File: src/rtl/cerr_pkg.sv
package cerr_pkg;

    typedef enum logic [1:0] {
        FC_ACTIVE  = 2'd0,
        FC_WARNING = 2'd1,
        FC_PASSIVE = 2'd2,
        FC_BUSOFF  = 2'd3
    } fc_state_e;

    typedef enum logic [2:0] {
        CAUSE_NONE    = 3'd0,
        CAUSE_RX_WARN = 3'd1,
        CAUSE_TX_WARN = 3'd2,
        CAUSE_RX_PASS = 3'd3,
        CAUSE_TX_PASS = 3'd4,
        CAUSE_BUSOFF  = 3'd5
    } fc_cause_e;

    // flag byte positions
    localparam int FLG_RX_WARN = 1;
    localparam int FLG_TX_WARN = 2;
    localparam int FLG_RX_PASS = 3;
    localparam int FLG_TX_PASS = 4;
    localparam int FLG_BUSOFF  = 5;
    localparam int FLG_OVF0    = 6;
    localparam int FLG_OVF1    = 7;

    // event detail positions
    localparam int DET_RX_WARN = 0;
    localparam int DET_TX_WARN = 1;
    localparam int DET_RX_PASS = 2;
    localparam int DET_TX_PASS = 3;
    localparam int DET_OVF     = 4;

    // event class positions
    localparam int CLS_CTRL   = 0;
    localparam int CLS_BUSOFF = 1;

    localparam int FLAG_W   = 8;
    localparam int DETAIL_W = 8;
    localparam int CLASS_W  = 2;

    typedef struct packed {
        fc_state_e state;
        fc_cause_e cause;
    } fc_decision_t;

    typedef struct packed {
        logic [CLASS_W-1:0]  cls;
        logic [DETAIL_W-1:0] detail;
    } fc_event_t;

    function automatic logic [1:0] ovf_bits(input logic [FLAG_W-1:0] f);
        return {1'b0, f[FLG_OVF0]} + {1'b0, f[FLG_OVF1]};
    endfunction

endpackage

File: src/rtl/fc_priority_decode.sv
module fc_priority_decode
    import cerr_pkg::*;
(
    input  logic [FLAG_W-1:0] flags,
    output fc_decision_t      decision
);
    always_comb begin
        if (flags[FLG_BUSOFF]) begin
            decision.state = FC_BUSOFF;
            decision.cause = CAUSE_BUSOFF;
        end else if (flags[FLG_TX_PASS]) begin
            decision.state = FC_PASSIVE;
            decision.cause = CAUSE_TX_PASS;
        end else if (flags[FLG_RX_PASS]) begin
            decision.state = FC_PASSIVE;
            decision.cause = CAUSE_RX_PASS;
        end else if (flags[FLG_TX_WARN]) begin
            decision.state = FC_WARNING;
            decision.cause = CAUSE_TX_WARN;
        end else if (flags[FLG_RX_WARN]) begin
            decision.state = FC_WARNING;
            decision.cause = CAUSE_RX_WARN;
        end else begin
            decision.state = FC_ACTIVE;
            decision.cause = CAUSE_NONE;
        end
    end
endmodule

File: src/rtl/fc_event_builder.sv
module fc_event_builder
    import cerr_pkg::*;
(
    input  fc_decision_t decision,
    input  logic [1:0]   ovf_seen,
    output fc_event_t    record
);
    logic any_ovf;
    assign any_ovf = (ovf_seen != 2'd0);

    always_comb begin
        record = '0;
        unique case (decision.cause)
            CAUSE_RX_WARN: record.detail[DET_RX_WARN] = 1'b1;
            CAUSE_TX_WARN: record.detail[DET_TX_WARN] = 1'b1;
            CAUSE_RX_PASS: record.detail[DET_RX_PASS] = 1'b1;
            CAUSE_TX_PASS: record.detail[DET_TX_PASS] = 1'b1;
            default: ;
        endcase
        record.detail[DET_OVF] = any_ovf;
        record.cls[CLS_BUSOFF] = (decision.state == FC_BUSOFF);
        record.cls[CLS_CTRL]   = any_ovf ||
                                 (decision.state == FC_WARNING) ||
                                 (decision.state == FC_PASSIVE);
    end
endmodule

File: src/rtl/fc_sat_counter.sv
module fc_sat_counter #(
    parameter int W = 16
) (
    input  logic         clk,
    input  logic         rst,
    input  logic [1:0]   step,
    output logic [W-1:0] count
);
    localparam logic [W:0] LIMIT = {1'b0, {W{1'b1}}};

    logic [W:0] sum;
    assign sum = {1'b0, count} + {{(W-1){1'b0}}, step};

    always_ff @(posedge clk) begin
        if (rst)
            count <= '0;
        else if (sum > LIMIT)
            count <= LIMIT[W-1:0];
        else
            count <= sum[W-1:0];
    end

    // a full counter stays full
    assert_sat_hold_R10: assert property (@(posedge clk) disable iff (rst)
        (count == LIMIT[W-1:0]) |=> (count == LIMIT[W-1:0]));

    // never decreases outside reset
    assert_no_wrap_R10: assert property (@(posedge clk) disable iff (rst)
        !$past(rst) |-> (count >= $past(count)));
endmodule

File: src/rtl/cerr_state_tracker.sv
module cerr_state_tracker
    import cerr_pkg::*;
#(
    parameter int CNT_W = 16
) (
    input  logic               clk,
    input  logic               rst,
    input  logic               smp_valid,
    input  logic [7:0]         smp_flags,
    input  logic               smp_err_irq,
    input  logic               restart_req,
    output logic [1:0]         fc_state,
    output logic [CNT_W-1:0]   warn_entries,
    output logic [CNT_W-1:0]   passive_entries,
    output logic [CNT_W-1:0]   overflow_count,
    output logic               evt_valid,
    output logic [1:0]         evt_class,
    output logic [7:0]         evt_detail
);
    fc_state_e    cur_q;
    fc_decision_t decision;
    fc_event_t    rec_d, rec_q;
    logic         accept;
    logic         emit;
    logic [1:0]   warn_step, pass_step, ovf_step;

    fc_priority_decode u_decode (
        .flags    (smp_flags),
        .decision (decision)
    );

    fc_event_builder u_event (
        .decision (decision),
        .ovf_seen (ovf_bits(smp_flags)),
        .record   (rec_d)
    );

    assign accept = smp_valid && !restart_req && (cur_q != FC_BUSOFF);
    assign emit   = accept && smp_err_irq;

    always_comb begin
        warn_step = 2'd0;
        pass_step = 2'd0;
        if (accept && cur_q == FC_ACTIVE && decision.state != FC_ACTIVE)
            warn_step = 2'd1;
        if (accept && (cur_q == FC_ACTIVE || cur_q == FC_WARNING) &&
            (decision.state == FC_PASSIVE || decision.state == FC_BUSOFF))
            pass_step = 2'd1;
        ovf_step = emit ? ovf_bits(smp_flags) : 2'd0;
    end

    always_ff @(posedge clk) begin
        if (rst)
            cur_q <= FC_ACTIVE;
        else if (restart_req)
            cur_q <= FC_ACTIVE;
        else if (accept)
            cur_q <= decision.state;
    end

    always_ff @(posedge clk) begin
        if (rst) begin
            evt_valid <= 1'b0;
            rec_q     <= '0;
        end else begin
            evt_valid <= emit;
            if (emit)
                rec_q <= rec_d;
        end
    end

    fc_sat_counter #(.W(CNT_W)) u_warn_cnt (
        .clk(clk), .rst(rst), .step(warn_step), .count(warn_entries));
    fc_sat_counter #(.W(CNT_W)) u_pass_cnt (
        .clk(clk), .rst(rst), .step(pass_step), .count(passive_entries));
    fc_sat_counter #(.W(CNT_W)) u_ovf_cnt (
        .clk(clk), .rst(rst), .step(ovf_step), .count(overflow_count));

    assign fc_state   = cur_q;
    assign evt_class  = rec_q.cls;
    assign evt_detail = rec_q.detail;

    // bus-off holds without a restart
    assert_busoff_sticky_R8: assert property (@(posedge clk) disable iff (rst)
        (fc_state == FC_BUSOFF && !restart_req) |=> (fc_state == FC_BUSOFF));

    // nothing counted or reported while frozen
    assert_busoff_frozen_R8: assert property (@(posedge clk) disable iff (rst)
        (fc_state == FC_BUSOFF && !restart_req) |=>
            ($stable(warn_entries) && $stable(passive_entries) &&
             $stable(overflow_count) && !evt_valid));

    // restart lands in error-active
    assert_restart_active_R9: assert property (@(posedge clk) disable iff (rst)
        restart_req |=> (fc_state == FC_ACTIVE));

    // an event needs a strobe with the interrupt bit
    assert_evt_source_R6: assert property (@(posedge clk) disable iff (rst)
        evt_valid |-> $past(smp_valid && smp_err_irq && !restart_req));

    // at most one warning/passive detail bit
    assert_single_cause_R7: assert property (@(posedge clk) disable iff (rst)
        evt_valid |-> $onehot0(evt_detail[3:0]));

    // no strobe, no change
    assert_quiet_R11: assert property (@(posedge clk) disable iff (rst)
        (!$past(rst) && !$past(smp_valid) && !$past(restart_req)) |->
            ($stable(fc_state) && $stable(warn_entries) &&
             $stable(overflow_count) && !evt_valid));
endmodule

File: config.mk
export PLATFORM = sky130hd
export DESIGN_NAME = cerr_state_tracker
export DESIGN_NICKNAME = d
export VERILOG_FILES = /design/src/rtl/cerr_pkg.sv /design/src/rtl/fc_priority_decode.sv /design/src/rtl/fc_event_builder.sv /design/src/rtl/fc_sat_counter.sv /design/src/rtl/cerr_state_tracker.sv
export SDC_FILE = /design/constraint.sdc
export NUM_CORES = 1
export LEC_CHECK = 0
export ABC_AREA = 0
export BUFFER_PORTS_ARGS = -buffer_cell sky130_fd_sc_hd__clkbuf_2
export CORE_MARGIN = 2
export CORE_UTILIZATION = 52
export DETAILED_ROUTE_END_ITERATION = 10
export GPL_TIMING_DRIVEN = 0
export PLACE_DENSITY = 0.79
export SYNTH_ARGS = -nofsm -noshare
export SYNTH_HDL_FRONTEND = slang
export SYNTH_SLANG_ARGS = --single-unit
File: constraint.sdc
create_clock -name clk -period 2.85 [get_ports clk]
set_input_delay 0.57 -clock clk [delete_from_list [all_inputs] [get_ports clk]]
set_output_delay 0.57 -clock clk [all_outputs]
set_load 0.03 [all_outputs]
-- After elaboration in Yosys (flattened, before gate mapping)
Index checks and enable logic that the tools add are counted.
- output and inout bits: 61
- word-level logic and storage cells: 54
- register bits after elaboration: 58
- eq/ne operators: 9
- $add $sub $neg: 4
- reductions and logical operators: 16
- order comparisons: 3
- mux-type cells: 15
- operator list (cell ; count):
    17-bit by 16-bit > comparator with 1-bit output, second input constant ; 3
    16-bit 2-to-1 mux ; 3
    16-bit by 1-bit adder with 17-bit output ; 2
    5-bit 2-to-1 mux ; 4
    16-bit by 2-bit adder with 17-bit output ; 1
    1-bit logical AND ; 7
    3-bit by 2-bit == test with 1-bit output, second input constant ; 2
    1-bit 2-to-1 mux ; 6
    2-bit by 1-bit == test with 1-bit output, second input constant ; 2
    2-bit == test, second input constant ; 2
    1-bit logical OR ; 4
    4-bit 2-to-1 mux ; 1
    2-bit nonzero test ; 2
    3-bit by 1-bit == test with 1-bit output, second input constant ; 1
    3-bit == test, second input constant ; 1
    1-bit by 1-bit adder with 2-bit output ; 1
    2-bit zero test ; 1
    2-bit 2-to-1 mux ; 1
    2-bit inequality test, second input constant ; 1
    2-bit OR reduction ; 1
    1-bit zero test ; 1

-- Logic depth before layout (Yosys ltp)
- word-level depth: 12
- mapped depth: 10
- mapped depth without buffers: 9

-- Cells and area by module
A second synthesis with hierarchy kept.
- cells, all modules: 349
- area total of the unflattened synthesis: 3229.3 sq um
- by module, submodules not included (module ; cells an instance ; area an instance (sq um) ; instances):
    fc_sat_counter at u_ovf_cnt ... ; 89 ; 815.8 ; 2
    fc_sat_counter at u_warn_cnt ; 84 ; 804.5 ; 1
    cerr_state_tracker ; 64 ; 649.4 ; 1
    fc_event_builder ; 13 ; 91.3 ; 1
    fc_priority_decode ; 10 ; 52.6 ; 1

-- Worst setup path before layout
OpenSTA, ideal clock, no wires.
- path kind: input -> register
- start point: input port restart_req
- end point: register u_warn_cnt.count[13]
- setup time: 0.133 ns
- buffers on the path: 0
- required time: 2.717 ns
- stages: 7
- arrival: 2.449 ns
- path slack: 0.268 ns
- path through: nand2b_1 > a2111oi_0 > ha_1 > nand3_1 > or4_1 > a311oi_1 > a211oi_1
- word-level cells in the longest chain between the ends: 9
- ends and longest elaborated chain (element ; line ; RTL):
    from (decl) ; cerr_state_tracker.sv:11 ; input logic restart_req,
    1-bit zero test (*) ; cerr_state_tracker.sv:38 ; assign accept = smp_valid && !restart_req && (cur_q != FC_BUSOFF);
    1-bit logical AND (*) (2 in a row) ; cerr_state_tracker.sv:38 ;
    1-bit logical AND (*) (2 in a row) ; cerr_state_tracker.sv:44 ; if (accept && cur_q == FC_ACTIVE && decision.state != FC_ACTIVE)
    1-bit 2-to-1 mux (*) ; cerr_state_tracker.sv:44 ;
    16-bit by 1-bit adder with 17-bit output (*) ; fc_sat_counter.sv:12 ; assign sum = {1'b0, count} + {{(W-1){1'b0}}, step};
    17-bit by 16-bit > comparator with 1-bit output ; fc_sat_counter.sv:17 ; else if (sum > LIMIT)
    16-bit 2-to-1 mux (*) ; fc_sat_counter.sv:17 ;
    to (signal assigned) ; fc_sat_counter.sv:18 ; count <= LIMIT[W-1:0];
    to (signal assigned) ; fc_sat_counter.sv:20 ; count <= sum[W-1:0];
    to (decl) ; fc_sat_counter.sv:7 ; output logic [W-1:0] count
Mark *: on every way between the ends. The rest lies on a longest branch, timed or not.
A chain may end at the register's enable or synchronous reset.

-- Worst setup path after layout
- start point: input port smp_valid
- end point: register u_ovf_cnt.count[8]
- word-level cells in the longest chain between the ends: 7
- ends and longest elaborated chain (element ; line ; RTL):
    from (decl) ; cerr_state_tracker.sv:8 ; input logic smp_valid,
    1-bit logical AND (*) (2 in a row) ; cerr_state_tracker.sv:38 ;
    1-bit logical AND (*) ; cerr_state_tracker.sv:39 ; assign emit = accept && smp_err_irq;
    2-bit 2-to-1 mux (*) ; cerr_state_tracker.sv:49 ; ovf_step = emit ? ovf_bits(smp_flags) : 2'd0;
    16-bit by 2-bit adder with 17-bit output (*) ; fc_sat_counter.sv:12 ;
    17-bit by 16-bit > comparator with 1-bit output ; fc_sat_counter.sv:17 ;
    16-bit 2-to-1 mux (*) ; fc_sat_counter.sv:17 ;
    to (signal assigned) ; fc_sat_counter.sv:18 ;
    to (signal assigned) ; fc_sat_counter.sv:20 ;
    to (decl) ; fc_sat_counter.sv:7 ;
Marks and branches as above.

==> summary.txt <==
Timing
  • Unrepaired setup endpoints after global routing: no
  • Slew @ Worst Pin: 0.679 ns
  • Final Hold Fails: 0
  • Final worst path period share: 91.9%
  • Worst hold slack: 0.443 ns
  • Minimum clock period: 2.62 ns
  • Pins Over Slew Limit: 0
  • # setup viols final: 0
  • Fmax: 382 MHz
  • Max-slew headroom: 54.4%
  • Skew final: 0.00921 ns

Global routing
  • Initial antenna violation count: 0
  • First-pass GRT wire length: 10.7 mm
  • Vias in the first global route: 2351
  • Largest net degree at the start of global routing: 11
  • GR Overflow Total: 0
  • Overall routing resource usage: 22.3%

Routing
  • Initial DRC count: 167
  • Routed WL: 6.47 mm
  • Number of vias per cell: 5.49
  • DR WL/cell: 13.8 um
  • Antenna Nets Post-Route: 0
  • DRC viols: 0
  • Vias: 2573
  • First-pass iteration count of the detailed router: 4

CTS
  • Clock root buffer master: clkbuf_8
  • H-tree levels: 3
  • Clock buffer depth: 2
  • CTS clk-pin slew, worst paths: 0.07 ns
  • Setup Fix Bufs, Post-CTS: 0
  • Total CTS buffers: 9
  • CTS tree: yes
  • Clk sink count: 58
  • Skew-Pair Late Insertion Delay: 0.33 ns

Critical path
  • RR Endpoint: u_ovf_cnt.count[8]$_SDFF_PP0_
  • Setup CP Type: input pin to flip-flop
  • Reg2reg start: fc_state[1]$_SDFFE_PP0N_
  • FF-to-FF path depth: 9
  • Setup crit end: u_ovf_cnt.count[8]$_SDFF_PP0_
  • Critical path peak fanout: 11
  • Critical path arrival: 2.88 ns
  • CP Data Required Time: 3.11 ns
  • CP Capture Type: flip-flop
  • Setup crit start: smp_valid
  • R2R Setup Slk: 0.28 ns
  • CP startpoint kind: input pin

Logic synthesis
  • Sequential area share after synthesis: 42.2%
  • Syn avg cell area: 8.77 um2
  • Post-Syn Area: 2750 um2
  • EDFF count, synth: 0
  • Yosys warns: 0
  • Yosys reg bits: 58
  • Ys flop type: dfxtp_1
  • Async SR Flop Fraction: 0%
  • Yosys cell types: 44
  • Post-synthesis cell count: 314

Placement
  • Placed Cells: 454
  • Hpwl dp: 4.59 mm
  • RD Place Congestion: 0.845
  • Port-buffer cells: 68

Finish
  • Layout area overhead: 23.2%
  • Post-Layout Cell Count: 469
  • Share of cells above drive strength 1: 25.3%
  • Fillers: 446
  • Nets: 417
  • Ant diodes: 0

Floorplan
  • Top Ports: 74
  • Core Rows: 26
  • Placeable Area: 5110 um2
  • Die area: 5890 um2
  • Initial core utilization: 53.9%
  • Die width: 76.8 um
  • Die H: 76.8 um

Pwr
  • VDD IR max: 256 uV
  • Total power: 0.00167 W
  • PD cells: 493 nW/um2
  • Leak: 1.36 nW

Worst hold path
  • Cell depth of the worst hold path: 2
  • Min-delay src: restart_req
  • Min-Delay Path Class: input pin to flip-flop

Run
  • Max Cap Viol: 0

Outcome
  • Result of the run: finished, final reports clean
## cells in the mapped netlist (3+ instances only)
master	n	area, um2
inv_1	10	37.5
and3_1	5	31.3
nor2_1	18	67.6
clkbuf_1	6	22.5
and2_1	3	18.8
nand2_1	21	78.8
nand4_1	11	68.8
a311oi_1	3	26.3
xor2_1	12	105
xnor2_1	17	149
a21oi_2	3	26.3
dfxtp_1	58	1160
and4_1	3	26.3
a211oi_1	6	45.0
a21oi_1	40	200
nor4_1	6	37.5
ha_1	9	113
buf_4	3	22.5
o21ai_0	6	30.0
nand3_1	25	125
a31oi_1	4	25.0
nor3_1	14	70.1
## area by class of cell
| type | instances | area (um2) | share of cell area (%) |
|---|---|---|---|
| Buffer | 12 | 71.3 | 2.10 |
| Clock buffer | 11 | 141 | 4.17 |
| Clock inverter | 5 | 53.8 | 1.59 |
| Inverter | 10 | 37.5 | 1.11 |
| Multi-Input combinational cell | 235 | 1500 | 44.2 |
| Sequential cell | 58 | 1160 | 34.2 |
| Tap cell | 70 | 87.6 | 2.58 |
| Timing Repair Buffer | 68 | 340 | 10.0 |
## state kept, by name, indices dropped and copies added, names as in the netlist
name              flops
evt_class             2
evt_detail            5
evt_valid             1
fc_state              2
u_ovf_cnt.count      16
u_pass_cnt.count     16
u_warn_cnt.count     16
## cell usage in the layout (no fill, tap or decap), drive strengths merged, types with 3 or more instances in the layout
master,instances
and3,7
a311oi,3
nor4,6
and4,3
xnor2,17
ha,9
nand4,11
clkinv,4
a211oi,6
nand2,22
conb,3
nor2,18
clkbuf,84
a31oi,4
or4,4
a21oi,43
buf,7
xor2,12
dfxtp,58
nand3,25
o21ai,6
inv,10
and2,3
nor3,14
## worst min-delay path by stage
| stage | slack (ns) | to |
|---|---|---|
| 2_1_floorplan | 0.58 | evt_detail[1]$_SDFFE_PP0N_ |
| 3_3_place_gp | 0.44 | evt_detail[3]$_SDFFE_PP0N_ |
| 3_5_place_dp | 0.45 | evt_detail[3]$_SDFFE_PP0N_ |
| 4_1_cts | 0.43 | fc_state[0]$_SDFFE_PP0N_ |
| 5_1_grt | 0.44 | fc_state[1]$_SDFFE_PP0N_ |
| 6_report | 0.44 | fc_state[1]$_SDFFE_PP0N_ |
## kinds of logic after synthesis
group,synth area share [%]
xor gates and xnor gates,9.22
muxes,0.727
adders and majority gates,4.82
AOI/OAI and AO/OA,14.4
DFF,42.2
and+or+nand+nor,24.5
buffers and inverters,4.09
other,0.136
## through the flow
stage | instance area [um2] | setup TNS [ns] | setup WS, ns | util, %
after floorplan | 2760 | 0 | 0.268 | -
after global placement | 3190 | -4.23 | -0.246 | 62.4
after detailed placement | 3190 | -7.04 | -0.384 | 62.4
after CTS | 3390 | 0 | 0.115 | 66.3
after global routing | 3390 | 0 | 0.0391 | 66.4
final | 3390 | 0 | 0.230 | 66.4
## critical path, cell delays in order
cell and delay (ns):
clkbuf_2 0.11, nor2b_1 0.17, and3_1 0.40, and2_1 0.21, ha_1 0.20, fa_1 0.23, nand2_1 0.17, or4_4 0.54
buf_6 0.16, a21oi_1 0.12
## repair_timing
| item | CTS | global route |
|---|---|---|
| gates resized for setup | 1 | 2 |
| hold buffers | 0 | 0 |
| setup endpoints to repair | 9 | 23 |
## layer usage
layer	routed length, um	GRT usage [%]	vias to the layer above
li1	-	-	1294
met1	3060	29.8	1191
met2	3010	33.7	84
met3	364	7.65	4
met4	37	7.09	0
met5	0	0	-
## power by group
group	internal [W]	leakage [nW]	switching, W
registers	0.000819	0.468	0.00000765
logic	0.0000290	0.789	0.0000629
clock network	0.000425	0.103	0.000331
total	0.00127	1.36	0.000401
No activity file was read; power rests on OpenSTA's default activity.
